File: config.mk
export PLATFORM = sky130hd
export DESIGN_NAME = dma_bus_master_acq
export DESIGN_NICKNAME = d
export VERILOG_FILES = /design/src/rtl/dmaacq_pkg.sv /design/src/rtl/dmaacq_sync.sv /design/src/rtl/dmaacq_grant_path.sv /design/src/rtl/dmaacq_fsm.sv /design/src/rtl/dma_bus_master_acq.sv
export SDC_FILE = /design/constraint.sdc
export NUM_CORES = 1
export LEC_CHECK = 0
export BUFFER_PORTS_ARGS = -buffer_cell sky130_fd_sc_hd__buf_2
export CORE_AREA = 2 2 39 41
export CTS_CLUSTER_DIAMETER = 60
export CTS_CLUSTER_SIZE = 14
export DETAILED_ROUTE_END_ITERATION = 10
export DIE_AREA = 0 0 41 43
export SYNTH_ARGS = -nofsm -noshare
export SYNTH_HDL_FRONTEND = slang
export SYNTH_SLANG_ARGS = --single-unit
File: constraint.sdc
create_clock -name clk -period 1.3 [get_ports clk]
set_input_delay 0.065 -clock clk [delete_from_list [all_inputs] [get_ports clk]]
set_output_delay 0.065 -clock clk [all_outputs]
set_load 0.02 [all_outputs]
File: src/rtl/dmaacq_pkg.sv
package dmaacq_pkg;
  typedef enum logic [2:0] {
    ST_IDLE,
    ST_REQUEST,
    ST_ACKED_WAIT_IDLE,
    ST_MASTER,
    ST_RELEASE
  } acq_state_e;

  localparam int unsigned BUS_IN_W = 4;
  localparam int unsigned IX_INIT  = 0;
  localparam int unsigned IX_GRANT = 1;
  localparam int unsigned IX_BUSY  = 2;
  localparam int unsigned IX_SSYN  = 3;
endpackage

File: src/rtl/dmaacq_sync.sv
module dmaacq_sync #(
  parameter int unsigned WIDTH  = 4,
  parameter int unsigned STAGES = 2
) (
  input  logic             clk,
  input  logic             rst_n,
  input  logic [WIDTH-1:0] async_i,
  output logic [WIDTH-1:0] sync_o
);
  logic [STAGES-1:0][WIDTH-1:0] chain_q;

  for (genvar s = 0; s < STAGES; s++) begin : g_stage
    if (s == 0) begin : g_first
      always_ff @(posedge clk or negedge rst_n) begin
        if (!rst_n) chain_q[0] <= '0;
        else        chain_q[0] <= async_i;
      end
    end else begin : g_next
      always_ff @(posedge clk or negedge rst_n) begin
        if (!rst_n) chain_q[s] <= '0;
        else        chain_q[s] <= chain_q[s-1];
      end
    end
  end

  assign sync_o = chain_q[STAGES-1];
endmodule

File: src/rtl/dmaacq_grant_path.sv
module dmaacq_grant_path #(
  parameter int unsigned GRANT_DELAY = 2
) (
  input  logic clk,
  input  logic rst_n,
  input  logic grant_s,
  input  logic init_s,
  input  logic req_active,
  input  logic clear_i,
  output logic grant_fwd_o,
  output logic won_o,
  output logic grant_late_o
);
  logic                   grant_prev_q;
  logic [GRANT_DELAY-1:0] late_q;
  logic                   won_q, won_d;
  logic                   fwd_q, fwd_d;
  logic                   grant_rise;

  assign grant_rise = grant_s & ~grant_prev_q;

  always_ff @(posedge clk or negedge rst_n) begin
    if (!rst_n) grant_prev_q <= 1'b0;
    else        grant_prev_q <= grant_s;
  end

  if (GRANT_DELAY == 1) begin : g_dly_one
    always_ff @(posedge clk or negedge rst_n) begin
      if (!rst_n) late_q <= '0;
      else        late_q <= grant_s;
    end
  end else begin : g_dly_many
    always_ff @(posedge clk or negedge rst_n) begin
      if (!rst_n) late_q <= '0;
      else        late_q <= {late_q[GRANT_DELAY-2:0], grant_s};
    end
  end

  assign grant_late_o = late_q[GRANT_DELAY-1];

  always_comb begin
    won_d = won_q;
    if (init_s || clear_i)                    won_d = 1'b0;
    else if (grant_rise && req_active && !fwd_q) won_d = 1'b1;
  end

  assign fwd_d = grant_late_o & ~won_d & ~init_s;

  always_ff @(posedge clk or negedge rst_n) begin
    if (!rst_n) begin
      won_q <= 1'b0;
      fwd_q <= 1'b0;
    end else begin
      won_q <= won_d;
      fwd_q <= fwd_d;
    end
  end

  assign won_o       = won_q;
  assign grant_fwd_o = fwd_q;

  // a kept grant is never passed on
  p_fwd_excl_r3: assert property (@(posedge clk) disable iff (!rst_n)
    !(fwd_q && won_q));

  // forwarding ends only with its delayed source or INIT
  p_no_retract_r4: assert property (@(posedge clk) disable iff (!rst_n)
    $fell(fwd_q) |-> $past(!grant_late_o || init_s));

  // forwarding is only started by the delayed grant
  p_fwd_source_r10: assert property (@(posedge clk) disable iff (!rst_n)
    $rose(fwd_q) |-> $past(grant_late_o));
endmodule

File: src/rtl/dmaacq_fsm.sv
module dmaacq_fsm
  import dmaacq_pkg::*;
(
  input  logic clk,
  input  logic rst_n,
  input  logic want_bus_i,
  input  logic xfer_done_i,
  input  logic init_s,
  input  logic grant_s,
  input  logic busy_s,
  input  logic ssyn_s,
  input  logic won_i,
  input  logic grant_late_i,
  output logic req_o,
  output logic sel_ack_o,
  output logic busy_o,
  output logic master_o,
  output logic release_o
);
  acq_state_e state_q, state_d;
  logic       bus_quiet;

  assign bus_quiet = !grant_s && !busy_s && !ssyn_s;

  always_comb begin
    state_d = state_q;
    unique case (state_q)
      ST_IDLE:            if (want_bus_i)             state_d = ST_REQUEST;
      ST_REQUEST:         if (won_i && grant_late_i)  state_d = ST_ACKED_WAIT_IDLE;
      ST_ACKED_WAIT_IDLE: if (bus_quiet)              state_d = ST_MASTER;
      ST_MASTER:          if (xfer_done_i)            state_d = ST_RELEASE;
      ST_RELEASE:                                     state_d = ST_IDLE;
      default:                                        state_d = ST_IDLE;
    endcase
    if (init_s) state_d = ST_IDLE;
  end

  always_ff @(posedge clk or negedge rst_n) begin
    if (!rst_n) state_q <= ST_IDLE;
    else        state_q <= state_d;
  end

  assign req_o     = (state_q == ST_REQUEST);
  assign sel_ack_o = (state_q == ST_ACKED_WAIT_IDLE) || (state_q == ST_MASTER);
  assign busy_o    = (state_q == ST_MASTER);
  assign master_o  = (state_q == ST_MASTER);
  assign release_o = (state_q == ST_MASTER) && xfer_done_i && !init_s;

  // an idle request is raised on the next edge
  p_req_raise_r2: assert property (@(posedge clk) disable iff (!rst_n)
    (state_q == ST_IDLE && want_bus_i && !init_s) |=> req_o);

  // acknowledge only follows a won, delayed grant
  p_ack_after_win_r5: assert property (@(posedge clk) disable iff (!rst_n)
    $rose(sel_ack_o) |-> $past(won_i && grant_late_i));

  // request drops only into acknowledge, unless INIT
  p_req_to_ack_r5: assert property (@(posedge clk) disable iff (!rst_n)
    ($fell(req_o) && !$past(init_s)) |-> sel_ack_o);

  // bus-busy is taken only from a quiet bus
  p_master_quiet_r6: assert property (@(posedge clk) disable iff (!rst_n)
    $rose(busy_o) |-> $past(!grant_s && !busy_s && !ssyn_s));

  // completion drops the bus on the next edge
  p_release_r7: assert property (@(posedge clk) disable iff (!rst_n)
    (master_o && xfer_done_i) |=> (!busy_o && !sel_ack_o && !master_o));
endmodule

File: src/rtl/dma_bus_master_acq.sv
module dma_bus_master_acq
  import dmaacq_pkg::*;
#(
  parameter int unsigned SYNC_STAGES = 2,
  parameter int unsigned GRANT_DELAY = 2
) (
  input  logic clk,
  input  logic rst_n,
  input  logic want_bus_i,
  input  logic xfer_done_i,
  input  logic bus_init_i,
  input  logic grant_in_i,
  input  logic bus_busy_i,
  input  logic slave_sync_i,
  output logic req_o,
  output logic grant_out_o,
  output logic sel_ack_o,
  output logic busy_o,
  output logic master_o
);
  logic [BUS_IN_W-1:0] raw_in, syn_in;
  logic init_s, grant_s, busy_s, ssyn_s;
  logic won, grant_late, release_pulse;

  always_comb begin
    raw_in           = '0;
    raw_in[IX_INIT]  = bus_init_i;
    raw_in[IX_GRANT] = grant_in_i;
    raw_in[IX_BUSY]  = bus_busy_i;
    raw_in[IX_SSYN]  = slave_sync_i;
  end

  dmaacq_sync #(.WIDTH(BUS_IN_W), .STAGES(SYNC_STAGES)) u_sync (
    .clk     (clk),
    .rst_n   (rst_n),
    .async_i (raw_in),
    .sync_o  (syn_in)
  );

  assign init_s  = syn_in[IX_INIT];
  assign grant_s = syn_in[IX_GRANT];
  assign busy_s  = syn_in[IX_BUSY];
  assign ssyn_s  = syn_in[IX_SSYN];

  dmaacq_grant_path #(.GRANT_DELAY(GRANT_DELAY)) u_grant (
    .clk          (clk),
    .rst_n        (rst_n),
    .grant_s      (grant_s),
    .init_s       (init_s),
    .req_active   (req_o),
    .clear_i      (release_pulse),
    .grant_fwd_o  (grant_out_o),
    .won_o        (won),
    .grant_late_o (grant_late)
  );

  dmaacq_fsm u_fsm (
    .clk          (clk),
    .rst_n        (rst_n),
    .want_bus_i   (want_bus_i),
    .xfer_done_i  (xfer_done_i),
    .init_s       (init_s),
    .grant_s      (grant_s),
    .busy_s       (busy_s),
    .ssyn_s       (ssyn_s),
    .won_i        (won),
    .grant_late_i (grant_late),
    .req_o        (req_o),
    .sel_ack_o    (sel_ack_o),
    .busy_o       (busy_o),
    .master_o     (master_o),
    .release_o    (release_pulse)
  );

  // synchronized INIT silences every output within one clock
  p_init_quiet_r8: assert property (@(posedge clk) disable iff (!rst_n)
    init_s |=> (!req_o && !grant_out_o && !sel_ack_o && !busy_o && !master_o));
endmodule

==> results.toml, run 1 <==
[sta]
period_minus_slack_ns = 1.22
finalCritPeriodShare = 0.940
tightest_slew_ns = 0.319
relSlewSlack = 0.787
rsz0062_at_grt = "no"
max_freq_mhz = 818
drv_slew = 0
tns_ns = 0
setup_viol = 0
hold_viol = 0
fin_skew_ns = 0.00306

[synthesis]
yosysWarnings = 0
postSynthCellCount = 36
synth_fp_nets = 44
netlist_area_um2 = 527
async_reset_ff_frac = 1.00
synth_edf_count = 0
avgSynthCellArea_um2 = 14.6
synth_seq_cells = 15
ys_types = 18
ys.flop_type = "dfrtp_1"
synth-seq-area-share = 0.713

[route]
routedWlPerCell_um = 11.8
ant_nets = 0
firstDrtPassIters = 2
drtIter0Drc = 4
wirelength_um = 837
vias = 351
viasPerCell = 4.94
drcViolationCount = 0

[pwr]
power.total_uw = 820
p_leak_nw = 0.322
ir_worst_vdd_mv = 0.691
powerDensity_nw_per_um2 = 1230

[grt]
antenna_found_initial = 0
grt_overflow_total = 0
grt_max_degree = 16
grt_pass1_wl_mm = 1.33
met2_usage = 0.175
use_met1 = 0.134
grtUsageMet3 = 0.0471
busiest_layer = "met2"
gr-usage-all-layers = 0.119
grt_pass1_vias = 321

[outcome]
outcome = "complete, no violations"

[hold_path]
hold_depth = 3
hold_class = "in2reg"

[placement]
dp_hpwl_um = 557
globalplace.congestion = 0.629
portBuffers = 12

[cts]
cts.path.max_buffers = 2
clk_latency_ns = 0.28
htree_levels = 1
cts_sinks = 15
clkTransAtPathRegs_ns = 0.09
cts_root_buffer = "clkbuf_4"
numCtsBuffers = 3
cts_tree = "yes"

[setup_path]
worstSetupPathDepth = 2
path_cells = "nor3b_2, buf_2"
start_kind = "flop"
r2r_cells = 3
cp.arrival_ns = 1.16
slowest_stage = "dfrtp_1"
required_ns = 1.24
end_kind = "primary output"
crit_buf_inv = 1
cp_top_family = "flip-flops"
crit_type = "reg2out"
cp_max_fo = 6
max_stage_delay_ns = 0.46

[floorplanning]
io_pins = 13
die_area_um2 = 1760
design.core.area_um2 = 1380
num_rows = 14
start_util = 0.381
die_w_um = 41
die_h_um = 43

[cells_and_area]
n_antenna_cell = 0
syn_to_final_growth_pct = 26.6
final_nets = 64
final.fill_count = 128
drive_gt1_frac = 0.345

[job]
drv_cap = 0
==> metal layers <==
layer	vias up	wire length [um]
met2	10	443
met5	-	0
met3	2	38
li1	167	-
met1	172	351
met4	0	4
==> tightest hold or removal path: stages <==
cell      delay, ns
buf_2          0.11
nand4b_1       0.12
nor2_1         0.05
==> final cells by class <==
cell class	count	area, um^2	share of cell area
Tap cell	16	20.0	0.0300
Clock buffer	3	22.5	0.0338
Multi-Input combinational cell	19	133	0.199
Timing Repair Buffer	17	110	0.165
Sequential cell	15	377	0.565
Clock inverter	1	5.00	0.00750
==> cells in the mapped netlist, types with 2 or more instances <==
master	instances	area (um^2)
and3b_1	2	17.5
dfrtp_1	15	375
nand2_1	2	7.51
nor2_1	2	7.51
nor2b_1	2	12.5
==> logic make-up after synthesis <==
group / Yosys count / share of synthesized area
AOI/OAI and AO/OA: 5 / 0.0784
and+or+nand+nor: 14 / 0.173
buffers and inverters: 2 / 0.0356
DFF: 15 / 0.713
==> stage by stage <==
stage	utilization	cells	worst slack [ns]	hold WS, ns	instance area [um^2]
6_report	0.482	71	0.0782	0.0988	667
5_1_grt	0.482	71	0.00327	0.0968	667
4_1_cts	0.481	71	0.0439	0.0860	666
3_5_place_dp	0.425	62	0.137	-0.0192	588
3_3_place_gp	0.425	62	0.130	-0.0226	588
2_1_floorplan	-	36	0.0149	-0.231	527
==> sequential cells by signal, summed over array words and instances (netlist names) <==
register,flops
u_sync.sync_o,4
u_grant.won_o,1
u_grant.late_q,2
u_sync.chain_q,4
u_grant.grant_fwd_o,1
u_fsm.state_q,3
==> power by group <==
group / internal, mW / switching, mW
clock: 0.114 / 0.144
combinational: 0.0316 / 0.0283
sequential: 0.488 / 0.0147
total: 0.633 / 0.187
==> path summary, 6_finish.rpt <==
kind / from / to / slack [ns]
worst max register to register: u_fsm.state_q[2] / u_grant.grant_fwd_o / 0.11
worst min register to register: u_sync.chain_q[1] / u_sync.sync_o[1] / 0.35
max in group asynchronous: rst_n / u_fsm.state_q[1] / 0.84
min in group asynchronous: rst_n / u_sync.chain_q[0] / 0.20
worst max-delay path: u_fsm.state_q[2] / req_o / 0.08
worst min-delay path: xfer_done_i / u_fsm.state_q[2] / 0.1
==> placed cells by master (no fill, tap or decap), drive strengths merged <==
cell type / synthesis / routed
a2111oi: 1 / 1
a211oi: 1 / 1
a22oi: 1 / 1
a31oi: 1 / 1
and3: 1 / 1
and3b: 2 / 2
buf: 2 / 12
clkbuf: 0 / 3
clkinv: 0 / 1
dfrtp: 15 / 15
dlygate4sd3: 0 / 5
nand2: 2 / 2
nand4b: 1 / 1
nor2: 2 / 2
nor2b: 2 / 2
nor3: 1 / 1
nor3b: 2 / 2
nor4: 1 / 1
o21ai: 1 / 1
==> what timing repair did <==
action	4_1_cts	5_1_grt
setup endpoints to repair	0	3
endpoints found under the hold margin	19	0
resized for setup	0	1
buffers inserted	0	0
hold buffers	5	0
No activity file was read; power rests on OpenSTA's default activity.
==> run 2: changes to the inputs <==
--- a/config.mk
+++ b/config.mk
@@ -6,11 +6,13 @@
 export NUM_CORES = 1
 export LEC_CHECK = 0
 export BUFFER_PORTS_ARGS = -buffer_cell sky130_fd_sc_hd__buf_2
-export CORE_AREA = 2 2 39 41
+export CELL_PAD_IN_SITES_DETAIL_PLACEMENT = 1
+export CELL_PAD_IN_SITES_GLOBAL_PLACEMENT = 2
+export CORE_UTILIZATION = 32
 export CTS_CLUSTER_DIAMETER = 60
 export CTS_CLUSTER_SIZE = 14
 export DETAILED_ROUTE_END_ITERATION = 10
-export DIE_AREA = 0 0 41 43
+export PLACE_DENSITY_LB_ADDON = 0.1
 export SYNTH_ARGS = -nofsm -noshare
 export SYNTH_HDL_FRONTEND = slang
 export SYNTH_SLANG_ARGS = --single-unit
==> results.toml, run 2 (synthesis gave the netlist of run 1 again) <==
[sta]
rsz0062_at_grt = "no"
period_minus_slack_ns = 1.22
tightest_slew_ns = 0.331
hold_viol = 0
relSlewSlack = 0.780
fin_skew_ns = 0.00664
max_freq_mhz = 819
tns_ns = 0
finalCritPeriodShare = 0.939
drv_slew = 0
setup_viol = 0

[route]
routedWlPerCell_um = 13.0
ant_nets = 0
wirelength_um = 921
drcViolationCount = 0
viasPerCell = 4.89
vias = 347
drtIter0Drc = 0
firstDrtPassIters = 1

[cts]
cts.path.max_buffers = 2
cts_setup_buffers = 0
cts_sinks = 15
numCtsBuffers = 3
htree_levels = 1
clk_latency_ns = 0.28
cts_root_buffer = "clkbuf_4"
clkTransAtPathRegs_ns = 0.09
cts_tree = "yes"

[setup_path]
slowest_stage = "dfrtp_1"
r2r_slack_ns = 0.11
crit-reg2reg-launch = "u_fsm.state_q[2]"
end_kind = "primary output"
cp.arrival_ns = 1.16
worstReg2RegEnd = "u_grant.grant_fwd_o"
r2r_cells = 3
cp_max_fo = 7
crit_type = "reg2out"
start_kind = "flop"
required_ns = 1.24
path_cells = "nor3b_2, buf_2"
max_stage_delay_ns = 0.46

[placement]
portBuffers = 12
dp_cells = 62
dp_hpwl_um = 662
globalplace.congestion = 0.671

[floorplanning]
die_w_um = 42.6
die_h_um = 42.6
die_area_um2 = 1810
io_pins = 13
start_util = 0.346
design.core.area_um2 = 1520
num_rows = 14

[hold_path]
hold_path.startpoint = "xfer_done_i"
hold_class = "in2reg"
hold_end = "u_fsm.state_q[2]"
hold_depth = 3

[pwr]
p_sw_frac = 0.230
p_seq_frac = 0.612
internal-power_uw = 634
clockPowerShare = 0.314
ir_worst_vdd_mv = 0.642
p_leak_nw = 0.322
powerDensity_nw_per_um2 = 1230
switching_power_uw = 189
power.total_uw = 823
combPwrFrac = 0.074

[grt]
antenna_found_initial = 0
grt_overflow_total = 0
grt_pass1_wl_mm = 1.61
grt_max_degree = 16
grt_pass1_vias = 379
gr-usage-all-layers = 0.128

[cells_and_area]
final_nets = 64
stdcell_count = 71
n_antenna_cell = 0
drive_gt1_frac = 0.345
final_common_cell = "dfrtp_1"
final.fill_count = 170
syn_to_final_growth_pct = 26.6
mostFrequentLayoutCells = "14 x dfrtp_1, 12 x buf_2, 5 x dlygate4sd3_1"

[outcome]
outcome = "complete, no violations"

[job]
drv_cap = 0
run 2: power groups by stage:
stage	logic, mW	clock network, mW	registers, mW
global route	0.0673	0.287	0.508
floorplan	0.0223	0	0.510
detailed placement	0.0500	0	0.513
CTS	0.0617	0.270	0.504
global placement	0.0488	0	0.512
finish	0.0607	0.258	0.504
run 2: worst max path at each step:
stage,cells past startpoint,end,slack (ns),from
finish,2,req_o,0.08,u_fsm.state_q[0]
global route,2,req_o,0.0007,u_fsm.state_q[0]
CTS,2,req_o,0.05,u_fsm.state_q[1]
detailed placement,3,u_grant.grant_fwd_o,0.14,u_fsm.state_q[2]
global placement,3,u_grant.grant_fwd_o,0.14,u_fsm.state_q[2]
floorplan,4,u_grant.grant_fwd_o,0.01,u_fsm.state_q[1]
run 2: repair_timing:
| action | 4_1_cts | 5_1_grt |
|---|---|---|
| endpoints found under the hold margin | 19 | 0 |
| endpoints found under the setup margin | 0 | 3 |
| hold buffers | 5 | 0 |
| resized for setup | 0 | 1 |
run 2: critical path: cells and delay by family (launching register included):
| family | cells | cell delay (ns) |
|---|---|---|
| buffers and inverters | 1 | 0.19 |
| and+or+nand+nor | 1 | 0.22 |
| DFF | 1 | 0.46 |
run 2: final cells by class:
| cell class | count | area [um^2] | area share |
|---|---|---|---|
| repair buffers | 17 | 110 | 0.165 |
| clock inverters | 1 | 5.00 | 0.00750 |
| multi-input cells | 19 | 133 | 0.199 |
| well taps | 16 | 20.0 | 0.0300 |
| clock buffers | 3 | 22.5 | 0.0338 |
| flip-flops and latches | 15 | 377 | 0.565 |
run 2: stage by stage:
step / setup slack, ns / util / instance area [um^2] / hold slack [ns]
3_3_place_gp: 0.145 / 0.386 / 588 / -0.0262
4_1_cts: 0.0520 / 0.437 / 666 / 0.0750
2_1_floorplan: 0.0149 / - / 527 / -0.231
3_5_place_dp: 0.142 / 0.386 / 588 / -0.0205
5_1_grt: 0.000686 / 0.438 / 667 / 0.0897
6_report: 0.0791 / 0.438 / 667 / 0.0899
run 2: routing by layer:
metal / track usage / vias to the layer above / part of all wire
li1: - / 164 / -
met1: 0.138 / 166 / 0.42
met2: 0.206 / 15 / 0.50
met3: 0.0431 / 2 / 0.059
met4: 0.0938 / 0 / 0.021
met5: 0 / - / 0
